$ cat src/rtl/dllrx_pkg.sv
package dllrx_pkg;

    typedef enum logic [2:0] {
        TV_NONE     = 3'd0,
        TV_GOOD     = 3'd1,
        TV_DUP      = 3'd2,
        TV_NULL     = 3'd3,
        TV_BAD_LCRC = 3'd4,
        TV_BAD_SEQ  = 3'd5,
        TV_PHY      = 3'd6
    } tlp_verdict_e;

    localparam int CAUSE_W       = 7;
    localparam int C_BAD_TLP     = 0;
    localparam int C_BAD_DLLP    = 1;
    localparam int C_REPLAY_TO   = 2;
    localparam int C_REPLAY_ROLL = 3;
    localparam int C_PHY_LINK    = 4;
    localparam int C_DL_PROTO    = 5;
    localparam int C_SURPRISE    = 6;
    localparam int COR_MSB       = 4;

endpackage

$ cat src/rtl/dllrx_seq_track.sv
module dllrx_seq_track #(
    parameter int SEQ_W = 12
) (
    input  logic             clk,
    input  logic             rst_n,
    input  logic             advance,
    input  logic [SEQ_W-1:0] rx_seq,
    output logic [SEQ_W-1:0] expected,
    output logic             in_seq,
    output logic             in_dup
);
    localparam logic [SEQ_W-1:0] HALF = SEQ_W'(1) << (SEQ_W - 1);
    localparam logic [SEQ_W-1:0] ONE  = SEQ_W'(1);

    logic [SEQ_W-1:0] lag;

    // distance the received number trails the expected one, modulo 2^SEQ_W
    always_comb begin
        lag    = expected - rx_seq;
        in_seq = (lag == '0);
        in_dup = (lag != '0) && (lag <= HALF);
    end

    always_ff @(posedge clk) begin
        if (!rst_n)
            expected <= '0;
        else if (advance)
            expected <= expected + ONE;
    end

    a_r2_hold_without_advance: assert property (@(posedge clk) disable iff (!rst_n)
        !advance |=> $stable(expected));

endmodule

$ cat src/rtl/dllrx_tlp_class.sv
module dllrx_tlp_class
    import dllrx_pkg::*;
(
    input  logic         tlp_end,
    input  logic         tlp_edb,
    input  logic         tlp_lcrc_ok,
    input  logic         tlp_lcrc_inv_ok,
    input  logic         tlp_phy_err,
    input  logic         in_seq,
    input  logic         in_dup,
    output tlp_verdict_e verdict
);
    // priority: physical fault, then end-of-packet kind, then CRC, then sequence
    always_comb begin
        if (!tlp_end)
            verdict = TV_NONE;
        else if (tlp_phy_err)
            verdict = TV_PHY;
        else if (tlp_edb)
            verdict = tlp_lcrc_inv_ok ? TV_NULL : TV_BAD_LCRC;
        else if (!tlp_lcrc_ok)
            verdict = TV_BAD_LCRC;
        else if (in_seq)
            verdict = TV_GOOD;
        else if (in_dup)
            verdict = TV_DUP;
        else
            verdict = TV_BAD_SEQ;
    end

    a_r11_phy_wins: assert final (!(tlp_end && tlp_phy_err) || verdict == TV_PHY);

endmodule

$ cat src/rtl/dllrx_dllp_check.sv
module dllrx_dllp_check (
    input  logic dllp_end,
    input  logic dllp_crc_ok,
    input  logic dllp_phy_err,
    output logic accept,
    output logic discard,
    output logic bad
);
    always_comb begin
        accept  = dllp_end && !dllp_phy_err && dllp_crc_ok;
        bad     = dllp_end && !dllp_phy_err && !dllp_crc_ok;
        discard = dllp_end && (dllp_phy_err || !dllp_crc_ok);
    end

    a_r7_split: assert final (!(accept && discard));

endmodule

$ cat src/rtl/dll_rx_errclass.sv
module dll_rx_errclass
    import dllrx_pkg::*;
#(
    parameter int SEQ_W = 12
) (
    input  logic             clk,
    input  logic             rst_n,
    input  logic             tlp_end,
    input  logic             tlp_edb,
    input  logic             tlp_lcrc_ok,
    input  logic             tlp_lcrc_inv_ok,
    input  logic [SEQ_W-1:0] tlp_seq,
    input  logic             tlp_phy_err,
    input  logic             dllp_end,
    input  logic             dllp_crc_ok,
    input  logic             dllp_phy_err,
    input  logic             phy_link_err,
    input  logic             replay_timeout,
    input  logic             replay_num_roll,
    input  logic             dl_proto_err,
    input  logic             surprise_down,
    output logic             tlp_accept,
    output logic             tlp_discard,
    output logic [2:0]       tlp_verdict,
    output logic             dllp_accept,
    output logic             dllp_discard,
    output logic [6:0]       err_cause,
    output logic             cor_err,
    output logic             uncor_err,
    output logic [SEQ_W-1:0] next_rcv_seq
);
    tlp_verdict_e       verdict;
    logic               in_seq, in_dup;
    logic               t_acc, t_disc, t_bad;
    logic               d_acc, d_disc, d_bad;
    logic [CAUSE_W-1:0] cause_d;

    dllrx_seq_track #(.SEQ_W(SEQ_W)) u_seq (
        .clk      (clk),
        .rst_n    (rst_n),
        .advance  (t_acc),
        .rx_seq   (tlp_seq),
        .expected (next_rcv_seq),
        .in_seq   (in_seq),
        .in_dup   (in_dup)
    );

    dllrx_tlp_class u_tlp (
        .tlp_end         (tlp_end),
        .tlp_edb         (tlp_edb),
        .tlp_lcrc_ok     (tlp_lcrc_ok),
        .tlp_lcrc_inv_ok (tlp_lcrc_inv_ok),
        .tlp_phy_err     (tlp_phy_err),
        .in_seq          (in_seq),
        .in_dup          (in_dup),
        .verdict         (verdict)
    );

    dllrx_dllp_check u_dllp (
        .dllp_end     (dllp_end),
        .dllp_crc_ok  (dllp_crc_ok),
        .dllp_phy_err (dllp_phy_err),
        .accept       (d_acc),
        .discard      (d_disc),
        .bad          (d_bad)
    );

    // verdict decode
    always_comb begin
        t_acc  = 1'b0;
        t_disc = 1'b0;
        t_bad  = 1'b0;
        unique case (verdict)
            TV_NONE:                ;
            TV_GOOD:                t_acc = 1'b1;
            TV_DUP, TV_NULL, TV_PHY: t_disc = 1'b1;
            TV_BAD_LCRC, TV_BAD_SEQ: begin
                t_disc = 1'b1;
                t_bad  = 1'b1;
            end
            default:                ;
        endcase
    end

    always_comb begin
        cause_d                = '0;
        cause_d[C_BAD_TLP]     = t_bad;
        cause_d[C_BAD_DLLP]    = d_bad;
        cause_d[C_REPLAY_TO]   = replay_timeout;
        cause_d[C_REPLAY_ROLL] = replay_num_roll;
        cause_d[C_PHY_LINK]    = phy_link_err;
        cause_d[C_DL_PROTO]    = dl_proto_err;
        cause_d[C_SURPRISE]    = surprise_down;
    end

    always_ff @(posedge clk) begin
        if (!rst_n) begin
            tlp_accept   <= 1'b0;
            tlp_discard  <= 1'b0;
            tlp_verdict  <= 3'd0;
            dllp_accept  <= 1'b0;
            dllp_discard <= 1'b0;
            err_cause    <= '0;
            cor_err      <= 1'b0;
            uncor_err    <= 1'b0;
        end else begin
            tlp_accept   <= t_acc;
            tlp_discard  <= t_disc;
            tlp_verdict  <= 3'(verdict);
            dllp_accept  <= d_acc;
            dllp_discard <= d_disc;
            err_cause    <= cause_d;
            cor_err      <= |cause_d[COR_MSB:0];
            uncor_err    <= |cause_d[CAUSE_W-1:COR_MSB+1];
        end
    end

    a_r2_seq_step: assert property (@(posedge clk) disable iff (!rst_n)
        tlp_accept |-> next_rcv_seq == $past(next_rcv_seq) + SEQ_W'(1));
    a_r12_accept_or_drop: assert property (@(posedge clk) disable iff (!rst_n)
        $onehot0({tlp_accept, tlp_discard}));
    a_r4_null_silent: assert property (@(posedge clk) disable iff (!rst_n)
        (tlp_end && !tlp_phy_err && tlp_edb && tlp_lcrc_inv_ok)
        |=> (tlp_discard && !err_cause[C_BAD_TLP] && $stable(next_rcv_seq)));
    a_r11_phy_suppress: assert property (@(posedge clk) disable iff (!rst_n)
        (tlp_end && tlp_phy_err) |=> (!tlp_accept && !err_cause[C_BAD_TLP]));
    a_r8_replay_cor: assert property (@(posedge clk) disable iff (!rst_n)
        (replay_timeout || replay_num_roll) |=> cor_err);
    a_r10_fatal_uncor: assert property (@(posedge clk) disable iff (!rst_n)
        (dl_proto_err || surprise_down) |=> uncor_err);

endmodule

$ cat config.mk
export PLATFORM = sky130hd
export DESIGN_NAME = dll_rx_errclass
export DESIGN_NICKNAME = d
export VERILOG_FILES = /design/src/rtl/dllrx_pkg.sv /design/src/rtl/dllrx_seq_track.sv /design/src/rtl/dllrx_tlp_class.sv /design/src/rtl/dllrx_dllp_check.sv /design/src/rtl/dll_rx_errclass.sv
export SDC_FILE = /design/constraint.sdc
export NUM_CORES = 1
export LEC_CHECK = 0
export BUFFER_PORTS_ARGS = -buffer_cell sky130_fd_sc_hd__buf_2
export CAP_MARGIN = 25
export CELL_PAD_IN_SITES_DETAIL_PLACEMENT = 1
export CELL_PAD_IN_SITES_GLOBAL_PLACEMENT = 1
export CORE_MARGIN = 2
export CORE_UTILIZATION = 41
export CTS_BUF_LIST = sky130_fd_sc_hd__clkbuf_4 sky130_fd_sc_hd__clkbuf_8
export DETAILED_ROUTE_END_ITERATION = 7
export PLACE_DENSITY = 0.95
export SETUP_SLACK_MARGIN = 0.15
export SLEW_MARGIN = 20
export SYNTH_ARGS = -nofsm -noshare
export SYNTH_HDL_FRONTEND = slang
export SYNTH_HIERARCHICAL = 1
export SYNTH_SLANG_ARGS = --single-unit
$ cat constraint.sdc
create_clock -name clk -period 7.94 [get_ports clk]
set_input_delay 0.397 -clock clk [delete_from_list [all_inputs] [get_ports clk]]
set_output_delay 0.397 -clock clk [all_outputs]
set_load 0.005 [all_outputs]
==> metrics.txt <==
P&R area growth vs syn 20.7%; total buffers and inverters traversed by the critical path 0; mux cell area share after synthesis 0.0117; via density per instance 5.26; terminus of the critical flop-to-flop path u_seq/expected[9]; Rows 23; Combinational Power Share 0.158; vias in the first global route 1663; DR DRC count 0; class of the most critical hold timing path in -> reg; area of all placed cells without fillers 0.00206 sq mm; P_sw 0.0000630 W; number of buffers created by CTS 3; flop and latch count out of synthesis 28; Max Fanout on Critical Path 9; Resized cells post-CTS 0; reg-to-reg setup timing slack 3.52 ns; dominant combinational cell family by area after synthesis simple AND/OR/NAND/NOR gates; Adder-Cell Fraction of Synth Area 0.0881; drt pass-1 iters 4; end point of the critical path u_seq/expected[9]; routability-driven placement congestion ratio 0.779; largest area contributor in the netlist sky130_fd_sc_hd__dfxtp_1; Die Area 0.00469 sq mm; post-synthesis xor/xnor area fraction 0.0720; Core Footprint 0.00400 sq mm; startpoint class of the critical path flip-flop; Hold Fails Final Rpt 0; Critical Path RT 8.11 ns; Crit. Startpoint u_seq/expected[5]; source-to-sink clock delay at the later pin of the worst-skew pair 0.27 ns; final count of pins violating max slew 0; Sequential Power Share 0.560; synthesized-area fraction occupied by and/or/nand/nor cells 0.288; first-pass GRT wire length 7320 um; clock sinks 28; commonest non-fill, non-tap cells in the layout sky130_fd_sc_hd__buf_2, sky130_fd_sc_hd__dfxtp_1, sky130_fd_sc_hd__and2_1; initial detailed-routing violation count 20; worst path setup slack after routing 3.52 ns; crit path time final 4.42 ns; share of synthesized area occupied by flip-flops and latches 0.329; setup repair after global routing missed its margin no; hpwl dp 3590 um; Worst Setup End Kind flip-flop; vertical die dimension 68.5 um; utilization of the core after routing 0.514; post-detailed-placement cell area 0.00202 sq mm; vias post-DR 1599; number of enable-type register cells in the synthesized netlist 0; share of the synthesized area in compound gates (AO/OA/AOI/OAI) 0.164; max capacitance violation total 0; number of warning messages in the yosys log 6; reg-to-reg critical path startpoint u_seq/expected[5]; clock tree from TritonCTS done; cell area after technology mapping 0.00170 sq mm; net count of the mapped netlist 241; power density over cell area 127 mW/mm^2; pin count of the biggest net entering global routing 27; crit-path leading delay family simple AND/OR/NAND/NOR gates; cell count of the worst reg-to-reg path 15; starting density of the core 0.426; share of total power in the clock network 0.282; Crit path largest cell delay 0.46 ns; run status completed; master of the slowest instance on the critical path sky130_fd_sc_hd__a2111oi_0; share of async-settable or async-resettable flops after synthesis 0; CTS Root Cell sky130_fd_sc_hd__clkbuf_8; share of final-layout standard cells stronger than drive strength 1 0.248; GR Util All Layers 0.204; cell leakage power 0.989 nW; antenna diode count 0; placement-stage worst setup slack 3.44 ns; Sw Ratio 0.241; Final Net Count 295; achievable clock frequency 0.226 GHz; transition time of the tightest slew-check pin 0.513 ns; # H-tree levels 1; setup TNS 0 ns; worst slew slack as a fraction of its limit 0.657; GRT Residual Overflow 0; cell depth of the worst setup path 15; fin crit share 0.556; most common cell after layout, fill and taps aside sky130_fd_sc_hd__buf_2; worst ir drop on vdd 0.000150 V; final antenna-violating net count 0; postcts setup bufs 0; Primary FF master, synth sky130_fd_sc_hd__dfxtp_1; Mapped Avg Cell Area 8.44 sq um; final worst clock skew 0.00521 ns; Synth area leaders sky130_fd_sc_hd__dfxtp_1, sky130_fd_sc_hd__ha_1, sky130_fd_sc_hd__and2_1; ordered list of cells on the worst path ha_1 -> nand2_1 -> a2111oi_0 -> o2111ai_1 -> or3_1 -> a2111o_1 -> nor4bb_1 -> nand2b_1 -> a22oi_1 -> nor3b_1 -> nor3b_2 -> and4_1 -> nand3_1 -> xnor2_1 -> and2_1; total internal power 0.000198 W; count of unique library cells instantiated by Yosys 46; detailed-route wire length 4530 um; number of buffers on the longest clock path 2; count of boundary I/O pins 55; critical path class reg -> reg; Worst EP arrival 4.58 ns; die width 68.5 um; post-cts hold buffer count 0; Buffers on Ports 54; routed length per instance 14.9 um; share of the synthesized area in the top cell type 0.329; clock-pin slew on the worst setup and hold paths 0.09 ns; final setup violation count 0; number of antenna violations at the first check in global routing 0; post-synthesis instance total 202
==> metal layers <==
layer / GRT usage / up-vias / routed length, um
li1: - / 813 / -
met1: 0.242 / 747 / 1910
met3: 0.0313 / 4 / 164
met2: 0.383 / 35 / 2420
met4: 0.0375 / 0 / 32
met5: 0 / - / 0
==> cells by family (layout without fill, tap and decap cells) <==
kind of cell / count (synthesis) / in the layout
flops: 28 / 28
xor+xnor: 14 / 14
fa+ha+maj: 12 / 12
mux: 2 / 2
compound gates: 40 / 40
simple gates: 85 / 85
buf+inv: 21 / 73
==> final cells by class <==
cell class                      count  area [sq um]
Timing Repair Buffer               54           270
Fill cell                         522          1940
Inverter                           16          60.1
Tap cell                           50          62.6
Clock buffer                        3          41.3
Sequential cell                    28           561
Multi-Input combinational cell    153          1060
==> how the worst min path moves through the flow <==
stage / cells past startpoint / endpoint / from
global placement: 2 / u_seq/expected[1] / u_seq/expected[1]
floorplan: 2 / cor_err / replay_num_roll
detailed placement: 2 / u_seq/expected[1] / u_seq/expected[1]
finish: 2 / err_cause[5] / dl_proto_err
global route: 2 / err_cause[2] / replay_timeout
CTS: 2 / err_cause[5] / dl_proto_err
==> sequential cells by signal, indices dropped and copies added (netlist names) <==
name / count
tlp_discard: 1
dllp_discard: 1
u_seq/expected: 12
tlp_verdict: 3
err_cause: 7
uncor_err: 1
dllp_accept: 1
tlp_accept: 1
cor_err: 1
==> power groups by stage <==
stage	clock [W]	combinational [W]	sequential, W
6_report	0.0000737	0.0000412	0.000146
2_1_floorplan	0	0.0000230	0.000150
3_3_place_gp	0	0.0000394	0.000149
4_1_cts	0.0000757	0.0000417	0.000146
5_1_grt	0.0000813	0.0000463	0.000147
3_5_place_dp	0	0.0000411	0.000149
==> metrics by stage <==
stage	instances	power, W	hold slack [ns]
CTS	304	0.000264	0.347
finish	304	0.000261	0.350
floorplan	202	0.000173	0.518
global route	304	0.000274	0.352
detailed placement	301	0.000190	0.592
global placement	301	0.000188	0.581
==> synthesized netlist by cell type, types with 3 or more instances <==
| library cell | count |
|---|---|
| sky130_fd_sc_hd__xnor2_1 | 12 |
| sky130_fd_sc_hd__nor2_1 | 10 |
| sky130_fd_sc_hd__nand3_1 | 5 |
| sky130_fd_sc_hd__and3_1 | 6 |
| sky130_fd_sc_hd__and2_1 | 20 |
| sky130_fd_sc_hd__a211oi_1 | 4 |
| sky130_fd_sc_hd__nand2_1 | 13 |
| sky130_fd_sc_hd__nand2b_1 | 5 |
| sky130_fd_sc_hd__o21ai_0 | 7 |
| sky130_fd_sc_hd__ha_1 | 12 |
| sky130_fd_sc_hd__nor3_1 | 4 |
| sky130_fd_sc_hd__nor2b_1 | 4 |
| sky130_fd_sc_hd__dfxtp_1 | 28 |
| sky130_fd_sc_hd__a21oi_1 | 9 |
| sky130_fd_sc_hd__nor3b_1 | 5 |
| sky130_fd_sc_hd__inv_1 | 16 |
| sky130_fd_sc_hd__a31oi_1 | 3 |
Note: power is estimated with default switching activity, not from simulation.
